**config.mk**
```make
export PLATFORM = sky130hd
export DESIGN_NAME = dma_prio_arb
export DESIGN_NICKNAME = d
export VERILOG_FILES = /design/src/rtl/dpa_pkg.sv /design/src/rtl/dpa_chan.sv /design/src/rtl/dpa_arb.sv /design/src/rtl/dpa_fifo.sv /design/src/rtl/dma_prio_arb.sv
export SDC_FILE = /design/constraint.sdc
export NUM_CORES = 1
export LEC_CHECK = 0
export ABC_AREA = 1
export CAP_MARGIN = 20
export CORE_ASPECT_RATIO = 1.2
export CORE_MARGIN = 2
export CORE_UTILIZATION = 25
export CTS_CLUSTER_DIAMETER = 200
export DETAILED_ROUTE_END_ITERATION = 8
export PLACE_DENSITY_LB_ADDON = 0.2
export SLEW_MARGIN = 10
export SYNTH_ARGS = -nofsm -noshare
export SYNTH_HDL_FRONTEND = slang
export SYNTH_SLANG_ARGS = --single-unit
```
**constraint.sdc**
```tcl
create_clock -name clk -period 10.78 [get_ports clk]
set_clock_uncertainty 0.1 [all_clocks]
set_input_delay 2.695 -clock clk [delete_from_list [all_inputs] [get_ports clk]]
set_output_delay 2.695 -clock clk [all_outputs]
set_load 0.005 [all_outputs]
```
**src/rtl/dpa_pkg.sv**
```systemverilog
package dpa_pkg;
   typedef enum logic {
      CH_LO = 1'b0,
      CH_HI = 1'b1
   } chan_e;

   localparam int NUM_CH = 2;
endpackage

```
**src/rtl/dpa_chan.sv**
```systemverilog
module dpa_chan #(
   parameter int ADDR_W    = 32,
   parameter int CNT_W     = 16,
   parameter int BURST_MAX = 16,
   parameter int LEN_W     = 5
) (
   input  logic              clk,
   input  logic              rst_n,
   input  logic              start,
   input  logic [ADDR_W-1:0] start_addr,
   input  logic [CNT_W-1:0]  words,
   input  logic              accept,
   output logic              req,
   output logic [ADDR_W-1:0] cmd_addr,
   output logic [LEN_W-1:0]  cmd_len,
   output logic              done
);
   logic              busy_q;
   logic [ADDR_W-1:0] addr_q;
   logic [CNT_W-1:0]  rem_q;
   logic              done_q;
   logic              last;

   always_comb begin
      if (rem_q > CNT_W'(BURST_MAX)) cmd_len = LEN_W'(BURST_MAX);
      else                           cmd_len = rem_q[LEN_W-1:0];
      last = (rem_q == CNT_W'(cmd_len));
   end

   always_ff @(posedge clk) begin
      if (!rst_n) begin
         busy_q <= 1'b0;
         addr_q <= '0;
         rem_q  <= '0;
         done_q <= 1'b0;
      end else begin
         done_q <= 1'b0;
         if (!busy_q) begin
            if (start && (words != '0)) begin
               busy_q <= 1'b1;
               addr_q <= start_addr;
               rem_q  <= words;
            end
         end else if (accept) begin
            addr_q <= addr_q + ADDR_W'(cmd_len);
            rem_q  <= rem_q - CNT_W'(cmd_len);
            if (last) begin
               busy_q <= 1'b0;
               done_q <= 1'b1;
            end
         end
      end
   end

   assign req      = busy_q;
   assign cmd_addr = addr_q;
   assign done     = done_q;
endmodule

```
**src/rtl/dpa_arb.sv**
```systemverilog
module dpa_arb #(
   parameter bit LO_FILL = 1'b1
) (
   input  logic hi_req,
   input  logic hi_ready,
   input  logic lo_req,
   input  logic q_full,
   output logic gnt_hi,
   output logic gnt_lo
);
   logic hi_elig;
   logic lo_block;

   assign hi_elig = hi_req & hi_ready;

   generate
      if (LO_FILL) begin : g_fill
         assign lo_block = hi_elig;
      end else begin : g_strict
         assign lo_block = hi_req;
      end
   endgenerate

   assign gnt_hi = hi_elig & ~q_full;
   assign gnt_lo = lo_req & ~lo_block & ~q_full;
endmodule

```
**src/rtl/dpa_fifo.sv**
```systemverilog
module dpa_fifo #(
   parameter int WIDTH = 38,
   parameter int DEPTH = 4
) (
   input  logic             clk,
   input  logic             rst_n,
   input  logic             push,
   input  logic [WIDTH-1:0] wdata,
   input  logic             pop,
   output logic [WIDTH-1:0] rdata,
   output logic             empty,
   output logic             full
);
   localparam int PTR_W = (DEPTH > 1) ? $clog2(DEPTH) : 1;
   localparam int CNT_W = $clog2(DEPTH + 1);

   logic [WIDTH-1:0] mem_q [DEPTH];
   logic [PTR_W-1:0] wp_q, rp_q;
   logic [CNT_W-1:0] cnt_q;
   logic             do_push, do_pop;

   assign empty   = (cnt_q == '0);
   assign full    = (cnt_q == CNT_W'(DEPTH));
   assign do_push = push & ~full;
   assign do_pop  = pop & ~empty;
   assign rdata   = mem_q[rp_q];

   always_ff @(posedge clk) begin
      if (do_push) mem_q[wp_q] <= wdata;
   end

   always_ff @(posedge clk) begin
      if (!rst_n) begin
         wp_q  <= '0;
         rp_q  <= '0;
         cnt_q <= '0;
      end else begin
         if (do_push) wp_q <= (wp_q == PTR_W'(DEPTH - 1)) ? '0 : wp_q + 1'b1;
         if (do_pop)  rp_q <= (rp_q == PTR_W'(DEPTH - 1)) ? '0 : rp_q + 1'b1;
         case ({do_push, do_pop})
            2'b10:   cnt_q <= cnt_q + 1'b1;
            2'b01:   cnt_q <= cnt_q - 1'b1;
            default: cnt_q <= cnt_q;
         endcase
      end
   end
endmodule

```
**src/rtl/dma_prio_arb.sv**
```systemverilog
module dma_prio_arb
   import dpa_pkg::*;
#(
   parameter int ADDR_W    = 32,
   parameter int CNT_W     = 16,
   parameter int BURST_MAX = 16,
   parameter int QDEPTH    = 4,
   parameter bit LO_FILL   = 1'b1,
   localparam int LEN_W    = $clog2(BURST_MAX + 1)
) (
   input  logic              clk,
   input  logic              rst_n,
   input  logic              hi_start,
   input  logic [ADDR_W-1:0] hi_addr,
   input  logic [CNT_W-1:0]  hi_words,
   input  logic              hi_ready,
   input  logic              lo_start,
   input  logic [ADDR_W-1:0] lo_addr,
   input  logic [CNT_W-1:0]  lo_words,
   output logic              m_valid,
   input  logic              m_ready,
   output logic [ADDR_W-1:0] m_addr,
   output logic [LEN_W-1:0]  m_len,
   output logic              m_hi,
   output logic              gnt_hi,
   output logic              gnt_lo,
   output logic              done_hi,
   output logic              done_lo
);
   localparam int ENTRY_W = ADDR_W + LEN_W + 1;

   generate
      if (QDEPTH < 2 || (QDEPTH & (QDEPTH - 1)) != 0) begin : g_bad_depth
         $error("QDEPTH must be a power of two of at least 2");
      end
      if (BURST_MAX < 1) begin : g_bad_burst
         $error("BURST_MAX must be at least 1");
      end
      if (CNT_W < LEN_W) begin : g_bad_cnt
         $error("CNT_W must cover a full burst length");
      end
   endgenerate

   logic              ch_start [NUM_CH];
   logic [ADDR_W-1:0] ch_saddr [NUM_CH];
   logic [CNT_W-1:0]  ch_words [NUM_CH];
   logic              ch_acc   [NUM_CH];
   logic              ch_req   [NUM_CH];
   logic [ADDR_W-1:0] ch_caddr [NUM_CH];
   logic [LEN_W-1:0]  ch_clen  [NUM_CH];
   logic              ch_done  [NUM_CH];

   logic               hi_req, lo_req, q_full, q_empty;
   logic [ENTRY_W-1:0] push_data, head;

   assign ch_start[CH_HI] = hi_start;
   assign ch_saddr[CH_HI] = hi_addr;
   assign ch_words[CH_HI] = hi_words;
   assign ch_start[CH_LO] = lo_start;
   assign ch_saddr[CH_LO] = lo_addr;
   assign ch_words[CH_LO] = lo_words;
   assign ch_acc[CH_HI]   = gnt_hi;
   assign ch_acc[CH_LO]   = gnt_lo;

   genvar gi;
   generate
      for (gi = 0; gi < NUM_CH; gi++) begin : g_ch
         dpa_chan #(
            .ADDR_W(ADDR_W), .CNT_W(CNT_W),
            .BURST_MAX(BURST_MAX), .LEN_W(LEN_W)
         ) chan_i (
            .clk(clk), .rst_n(rst_n),
            .start(ch_start[gi]), .start_addr(ch_saddr[gi]), .words(ch_words[gi]),
            .accept(ch_acc[gi]), .req(ch_req[gi]),
            .cmd_addr(ch_caddr[gi]), .cmd_len(ch_clen[gi]), .done(ch_done[gi])
         );
      end
   endgenerate

   assign hi_req  = ch_req[CH_HI];
   assign lo_req  = ch_req[CH_LO];
   assign done_hi = ch_done[CH_HI];
   assign done_lo = ch_done[CH_LO];

   dpa_arb #(.LO_FILL(LO_FILL)) arb_i (
      .hi_req(hi_req), .hi_ready(hi_ready), .lo_req(lo_req),
      .q_full(q_full), .gnt_hi(gnt_hi), .gnt_lo(gnt_lo)
   );

   assign push_data = gnt_hi ? {ch_caddr[CH_HI], ch_clen[CH_HI], 1'b1}
                             : {ch_caddr[CH_LO], ch_clen[CH_LO], 1'b0};

   dpa_fifo #(.WIDTH(ENTRY_W), .DEPTH(QDEPTH)) q_i (
      .clk(clk), .rst_n(rst_n),
      .push(gnt_hi | gnt_lo), .wdata(push_data),
      .pop(m_ready), .rdata(head),
      .empty(q_empty), .full(q_full)
   );

   assign m_valid = ~q_empty;
   assign m_addr  = head[ENTRY_W-1 -: ADDR_W];
   assign m_len   = head[LEN_W:1];
   assign m_hi    = head[0];
endmodule

```
==> flow_summary.ini, run 1 <==
[sta]
rsz0062_at_grt = no
slew_viol_final = 0
fin_setup_tns_ns = 0
setup_viol = 0
max_freq_ghz = 0.136
worst_pin_slew_ns = 0.983
period_share_pct = 68.4
period_needed_ns = 7.37
relSlewSlack_pct = 34.5
finalHoldViolCount = 0

[finish]
fillers = 5920
nets = 1968
synthToLayoutAreaGrowth_pct = 22.2
layout.cells.non_filler = 2586
diodes = 0
drive_above_1_share_pct = 6.86

[clocking]
clk_pin_slew_ns = 0.07
clock_latency_ns = 0.57
cts_buffers = 29
cts_buffer_depth = 3
cts_setup_buffers = 0
cts.sinks = 261
hold_buffers = 0
cts_root_buffer = clkbuf_16
htreeDepth = 1
cts_resized = 0
tritoncts = yes

[placement]
hpwl_um = 33200
gp_congestion = 0.874
dp_cells = 2534
portBuffers = 144

[worst_setup_path]
cp_max_fo = 57
worstRegToRegCells = 18
critPathRequiredTime_ns = 7.99
rr_startpoint = g_ch[0].chan_i.rem_q[5]
reg2reg_to = g_ch[0].chan_i.cmd_addr[28]
arrival_ns = 4.58
start_kind = input port
regToRegSetupSlack_ns = 7.22
cp-end-kind = output port
path_class = in -> out

[run_status]
status = complete, no violations

[route]
postRouteAntennaNets = 0
viasPerCell = 4.71
dr.pass1.iters = 5
drc = 0
drt-total-wl_um = 46800
drt_iter0_drc = 724
wl_per_cell_um = 18.1
num_vias = 12200

[yosys]
synth_area_um2 = 13800
ys_seq_area_share_pct = 48.8
ys_warn_count = 0
synth_cell_types = 50
synth_top_area_cell = edfxtp_1
synth-seq-cells = 261
synth_top_area_share_pct = 33.0
syn_inst = 1736
synth_area_leaders = edfxtp_1, dfxtp_1, nand2_1, nor2_1, o21ai_0
syn_avg_cell_area_um2 = 7.96

[floorplan]
die_w_um = 219
die-height_um = 262
std_cell_rows = 94
core-area_um2 = 54800
ios = 145
initial_core_util_pct = 25.2
dieArea_um2 = 57200

[pwr]
power_density_nw_per_um2 = 192
peakVddDrop_v = 0.000108
p_total_mw = 3.24
cellLeakagePower_nw = 5.96

[global_routing]
grtUsageTotal_pct = 16.1
antenna_found_initial = 0
grt_pass1_vias = 11900
grt_pass1_wl_um = 70700
grt_max_degree = 81
overflow = 0

[min_path]
min-delay-start = g_ch[1].chan_i.rem_q[15]
hold_path.class = reg -> reg
hold_end = g_ch[1].chan_i.rem_q[15]
hold_depth = 2

[run]
drv_cap = 0
critical path, cell delays in order:
cell             delay, ns
clkdlybuf4s50_1       0.46
nand2_1               0.16
nor2_4                0.14
buf_4                 0.45
clkdlybuf4s50_1       0.62
cell usage after synthesis, drive strengths merged:
cell / count
and2: 1
o211a: 1
and3: 1
o211ai: 23
a21oi: 126
dfxtp: 109
ha: 18
o21ai: 186
clkbuf: 64
xor2: 14
nand3b: 9
nand3: 93
a31oi: 11
xnor2: 10
or2: 8
buf: 20
nor4: 5
o21bai: 2
a22o: 1
nor2: 261
nand2: 383
o31ai: 1
o22ai: 42
o221ai: 1
edfxtp: 152
nor3b: 2
fa: 3
nor3: 28
a211oi: 5
inv: 133
nand4: 22
conb: 1
where the power goes:
group	switching, mW	internal, mW	total (mW)
combinational	0.609	0.412	1.02
clock	0.426	0.542	0.968
sequential	0.0771	1.18	1.25
worst max-delay path by stage:
stage | start | to | cells past startpoint
6_report | hi_ready | gnt_hi | 5
3_5_place_dp | hi_ready | gnt_hi | 5
2_1_floorplan | hi_ready | gnt_hi | 3
5_1_grt | hi_ready | gnt_hi | 5
4_1_cts | hi_ready | gnt_hi | 5
3_3_place_gp | hi_ready | gnt_hi | 5
state kept, by name (all words and copies together) (netlist names), named ones only:
register	flops
g_ch.chan_i.cmd_addr	64
g_ch.chan_i.done	2
g_ch.chan_i.rem_q	32
g_ch.chan_i.req	2
q_i.cnt_q	3
q_i.mem_q	152
q_i.rp_q	2
q_i.wp_q	2
area by class of cell:
| class | count | area (um^2) | share of cell area [%] |
|---|---|---|---|
| clock buffers | 34 | 744 | 4.41 |
| inverters | 133 | 499 | 2.95 |
| flip-flops and latches | 261 | 6750 | 40.0 |
| clock inverters | 18 | 156 | 0.926 |
| repair buffers | 161 | 1570 | 9.29 |
| well taps | 720 | 901 | 5.33 |
| multi-input cells | 1259 | 6270 | 37.1 |
kinds of logic (layout without fill, tap and decap cells):
| kind of cell | Yosys count | count (layout) | share of synthesized area, % |
|---|---|---|---|
| AOI/OAI and AO/OA | 399 | 399 | 15.8 |
| xor gates and xnor gates | 24 | 24 | 1.52 |
| adders and majority gates | 21 | 21 | 2.06 |
| buffers and inverters | 217 | 346 | 6.09 |
| DFF | 261 | 261 | 48.8 |
| other | 1 | 2 | 0.0271 |
| and+or+nand+nor | 813 | 813 | 25.7 |
placed cells by master, fill, tap and decap left out, drive strengths merged, types with 28 or more instances in the layout:
cell type / netlist / layout
a21oi: 126 / 126
clkbuf: 64 / 34
edfxtp: 152 / 152
o22ai: 42 / 42
inv: 133 / 135
o21ai: 186 / 186
nand2: 383 / 383
nor3: 28 / 28
nand3: 93 / 93
dfxtp: 109 / 109
clkdlybuf4s50: 0 / 144
nor2: 261 / 261
per-layer routing:
layer | part of all wire [%] | GRT usage [%] | up-vias
met1 | 43 | 20.3 | 5811
met2 | 51 | 29.0 | 202
li1 | - | - | 6117
met4 | 2.2 | 4.39 | 0
met3 | 3.7 | 2.01 | 55
met5 | 0 | 0 | -
per-stage QoR:
stage	cell area [um^2]	setup slack, ns	hold slack, ns	utilization, %
detailed placement	16000	3.35	0.372	29.2
global placement	16000	3.36	0.368	29.2
floorplan	13800	4.64	0.344	-
finish	16900	3.41	0.380	30.8
global route	16900	3.31	0.406	30.8
CTS	16900	3.35	0.383	30.8
Power figures use the tool's default switching activity.
==> inputs of run 2 (changes only) <==
clock period = 6.84 ns   (was 10.78 ns; I/O delays follow)
==> run 2 against run 1 <==
Against the previous run: register-to-register slack worse by 4.2 ns; sequential power is 62% higher; via count grew 1.0%; clock-buffer cell count up 6; combinational power rose by 53%; worst hold slack got worse by 0.0072 ns; critical path depth unchanged; die area did not move; core utilization up 0.49 points; design area grew 1.6%; routed wire length rose by 1.7%; total power rose by 69%; largest power group unchanged; highest routed layer unchanged.
==> flow_summary.ini, run 2 (same netlist as run 1, synthesis figures left out) <==
[route]
viasPerCell = 4.75
drc = 0
drt-total-wl_um = 47600
wl_per_cell_um = 18.4
dr.pass1.iters = 5
num_vias = 12300
postRouteAntennaNets = 0
drt_iter0_drc = 693

[finish]
synthToLayoutAreaGrowth_pct = 24.2
largest_reg_flops = 152
layout.cells.non_filler = 2590
fillers = 5961
final_common_cell = nand2_1
nets = 1969
multi_input_area_um2 = 6270
fin_area_um2 = 17200
final_cell_mix = nand2_1, nor2_1, o21ai_0
drive_above_1_share_pct = 7.11
regMostFlops = q_i.mem_q
diodes = 0
final_core_util_pct = 31.3
seq_area_um2 = 6750

[sta]
period_needed_ns = 5.15
relSlewSlack_pct = 29.4
setup_viol = 0
finalHoldViolCount = 0
worst_pin_slew_ns = 1.05
rsz0062_at_grt = no
slew_viol_final = 0
fin_setup_tns_ns = 0
period_share_pct = 75.3
max_freq_ghz = 0.194
worst_slack_ns = 1.69

[global_routing]
grt_pass1_wl_um = 71800
overflow = 0
antenna_found_initial = 0
grt_max_degree = 75
grtUsageTotal_pct = 16.4
grt-busiest-layer = met2
met3_usage_pct = 1.79
grtUsageMet2_pct = 28.8
grtUsageMet1_pct = 20.8
grt_pass1_vias = 12000

[floorplan]
dieArea_um2 = 57200
std_cell_rows = 94
ios = 145
core-area_um2 = 54800
die-height_um = 262
initial_core_util_pct = 25.2
die_w_um = 219

[placement]
dp_cells = 2534
gp_congestion = 0.879
dp_slack_ns = 1.68
hpwl_um = 34200
post_dp_cell_area_um2 = 16000
portBuffers = 144

[worst_setup_path]
cp-end-kind = output port
path_class = in -> out
arrival_ns = 3.34
critPathRequiredTime_ns = 5.03
cp_max_fo = 18
start_kind = input port

[clocking]
cts_setup_buffers = 0
cts.sinks = 261
tritoncts = yes
cts_buffers = 30
clock_latency_ns = 0.61
hold_buffers = 0
cts_resized = 0
htreeDepth = 1
clk_pin_slew_ns = 0.06
cts_buffer_depth = 3
cts_root_buffer = clkbuf_16

[pwr]
power_density_nw_per_um2 = 320
cellLeakagePower_nw = 6.09
peakVddDrop_v = 0.000227

[run]
drv_cap = 0

[run_status]
status = complete, no violations

[min_path]
hold_path.class = reg -> reg
-- run 2: critical path, stage by stage --
cell and delay (ns):
clkdlybuf4s50_1 0.46, nand2_1 0.18, nor2_4 0.17, buf_4 0.26
clkdlybuf4s50_1 0.55
-- run 2: layout make-up --
type                    instances  share of cell area, %
inverters                     133                   2.91
clock inverters                16                   1.98
flip-flops and latches        261                   39.3
well taps                     720                   5.25
repair buffers                161                   9.14
clock buffers                  40                   4.83
multi-input cells            1259                   36.6
-- run 2: stage by stage --
stage,hold slack [ns],power (mW)
after floorplan,0.344,2.88
after global routing,0.407,5.80
after detailed placement,0.366,3.67
final,0.373,5.49
after CTS,0.375,5.58
after global placement,0.360,3.65
-- run 2: path summary, 6_finish.rpt --
check / depth (start not counted) / slack [ns] / start / to
worst min register to register: 1 / 0.37 / q_i.cnt_q[0] / q_i.cnt_q[0]
worst max register to register: 12 / 3.04 / q_i.cnt_q[0] / q_i.cnt_q[2]
worst max-delay path: 5 / 1.69 / hi_ready / gnt_hi
worst min-delay path: 1 / 0.37 / q_i.cnt_q[0] / q_i.cnt_q[0]
-- run 2: per-layer routing --
metal / wire [um] / share of wire (%)
met4: 1470 / 3.1
met2: 23700 / 50
met1: 20500 / 43
met5: 0 / 0
met3: 1930 / 4.1
-- run 2: power breakdown --
part	total, mW	switching (mW)	internal (mW)
Sequential	2.03	0.178	1.85
Combinational	1.56	0.912	0.647
Clock	1.89	0.700	1.19
==> inputs of run 3 (changes only) <==
clock period = 4.65 ns   (was 6.84 ns; I/O delays follow)
==> run 3 against run 2 <==
Against the previous run: via count is 0.67% higher; largest power group unchanged; worst hold slack better by 0.0059 ns; cell count is 0.39% higher; clock power is 22% higher; design area is 0.55% lower; critical path type is now reg -> out.
==> flow_summary.ini, run 3 (same netlist as run 1, synthesis figures left out) <==
[run_status]
status = complete, no violations

[floorplan]
std_cell_rows = 94
die-height_um = 262
initial_core_util_pct = 25.2
die_w_um = 219
ios = 145
dieArea_um2 = 57200
core-area_um2 = 54800

[worst_setup_path]
critPathCapture = m_len[0]
arrival_ns = 2.81
regToRegSetupSlack_ns = 1.06
cp_max_fo = 41
cp_cell_sequence = inv_2 -> buf_4 -> nor2_1 -> o22ai_1 -> clkdlybuf4s50_1
critPathRequiredTime_ns = 3.39
start_kind = flip-flop
rr_startpoint = g_ch[0].chan_i.rem_q[5]
worstRegToRegCells = 20
reg2reg_to = g_ch[0].chan_i.cmd_addr[30]
cp-end-kind = output port
path_class = reg -> out
slowest_delay_ns = 0.57
critPathSlowestCell = clkdlybuf4s50_1

[clocking]
clock_latency_ns = 0.57
clk_pin_slew_ns = 0.06
cts_buffer_depth = 3
cts_root_buffer = clkbuf_16
cts_buffers = 29
cts_resized = 0
htreeDepth = 1
hold_buffers = 0
tritoncts = yes
cts.sinks = 261
cts_setup_buffers = 0

[global_routing]
grt_pass1_vias = 12000
grt_pass1_wl_um = 72600
grtUsageTotal_pct = 16.5
grt_max_degree = 79
overflow = 0
antenna_found_initial = 0

[sta]
fin_setup_tns_ns = 0
max_freq_ghz = 0.246
worst_pin_slew_ns = 0.845
relSlewSlack_pct = 43.6
finalHoldViolCount = 0
rsz0062_at_grt = no
slew_viol_final = 0
period_share_pct = 87.6
setup_viol = 0
period_needed_ns = 4.07
worst_slack_ns = 0.579

[finish]
synthToLayoutAreaGrowth_pct = 23.5
fillers = 5918
nets = 1980
largest_reg_flops = 152
drive_above_1_share_pct = 7.45
diodes = 0
layout.cells.non_filler = 2600
final_common_cell = nand2_1
regMostFlops = q_i.mem_q
final_cell_mix = nand2_1, nor2_1, o21ai_0

[pwr]
peakVddDrop_v = 0.000241
p_total_mw = 7.66
power_density_nw_per_um2 = 449
cellLeakagePower_nw = 6.06

[route]
drt_iter0_drc = 807
dr.pass1.iters = 7
drc = 0
wl_per_cell_um = 18.5
num_vias = 12400
viasPerCell = 4.77
drt-total-wl_um = 48100
postRouteAntennaNets = 0

[run]
drv_cap = 0

[placement]
portBuffers = 144
dp_cells = 2546
dp_slack_ns = 0.658
gp_congestion = 0.909
hpwl_um = 34600

[min_path]
hold_path.class = reg -> reg
run 3: changes by cell type in the layout (fill, tap and decap cells not counted), moves of 2 or more:
cell / delta
buf_12: +4
clkinv_2: +6
clkbuf_8: -3
buf_4: +8
inv_6: +2
bufinv_16: -6
run 3: worst min path at each step:
stage / startpoint / endpoint / slack, ns / cells after the start
after global placement: g_ch[1].chan_i.rem_q[15] / g_ch[1].chan_i.rem_q[15] / 0.37 / 2
final: q_i.cnt_q[0] / q_i.cnt_q[0] / 0.38 / 1
after detailed placement: q_i.cnt_q[0] / q_i.cnt_q[0] / 0.37 / 1
after floorplan: q_i.cnt_q[0] / q_i.cnt_q[0] / 0.34 / 1
after global routing: q_i.cnt_q[0] / q_i.cnt_q[0] / 0.42 / 1
after CTS: q_i.cnt_q[0] / q_i.cnt_q[0] / 0.38 / 1
run 3: through the flow:
stage	instance area, um^2	util, %	hold slack [ns]
5_1_grt	17100	31.1	0.420
2_1_floorplan	13800	-	0.344
4_1_cts	17100	31.1	0.379
3_3_place_gp	16100	29.4	0.371
3_5_place_dp	16100	29.4	0.367
6_report	17100	31.1	0.379
run 3: report_power, final:
| group | switching [mW] | leakage [nW] | internal [mW] | total [mW] |
|---|---|---|---|---|
| clock | 0.979 | 0.457 | 1.33 | 2.31 |
| combinational | 1.44 | 3.27 | 0.985 | 2.43 |
| sequential | 0.196 | 2.33 | 2.73 | 2.92 |
run 3: metal layers:
| metal | share of wire (%) | track usage [%] |
|---|---|---|
| met3 | 3.7 | 1.61 |
| met1 | 43 | 20.9 |
| met4 | 3.1 | 5.39 |
| met5 | 0 | 0 |
| met2 | 50 | 29.4 |
run 3: cell type report:
| type | instances | area (um^2) | area share [%] |
|---|---|---|---|
| inverter | 133 | 499 | 2.92 |
| tap | 720 | 901 | 5.28 |
| multi-input combinational | 1259 | 6270 | 36.8 |
| clock inverter | 17 | 170 | 0.997 |
| sequential | 261 | 6750 | 39.5 |
| timing repair buffer | 173 | 1710 | 10.0 |
| clock buffer | 37 | 766 | 4.49 |
run 3: worst max-delay path: cells and delay by family (launching register included):
kind / cells / cell delay (ns)
DFF: 1 / 0.32
buffers and inverters: 3 / 1.48
and+or+nand+nor: 1 / 0.06
AOI/OAI and AO/OA: 1 / 0.33
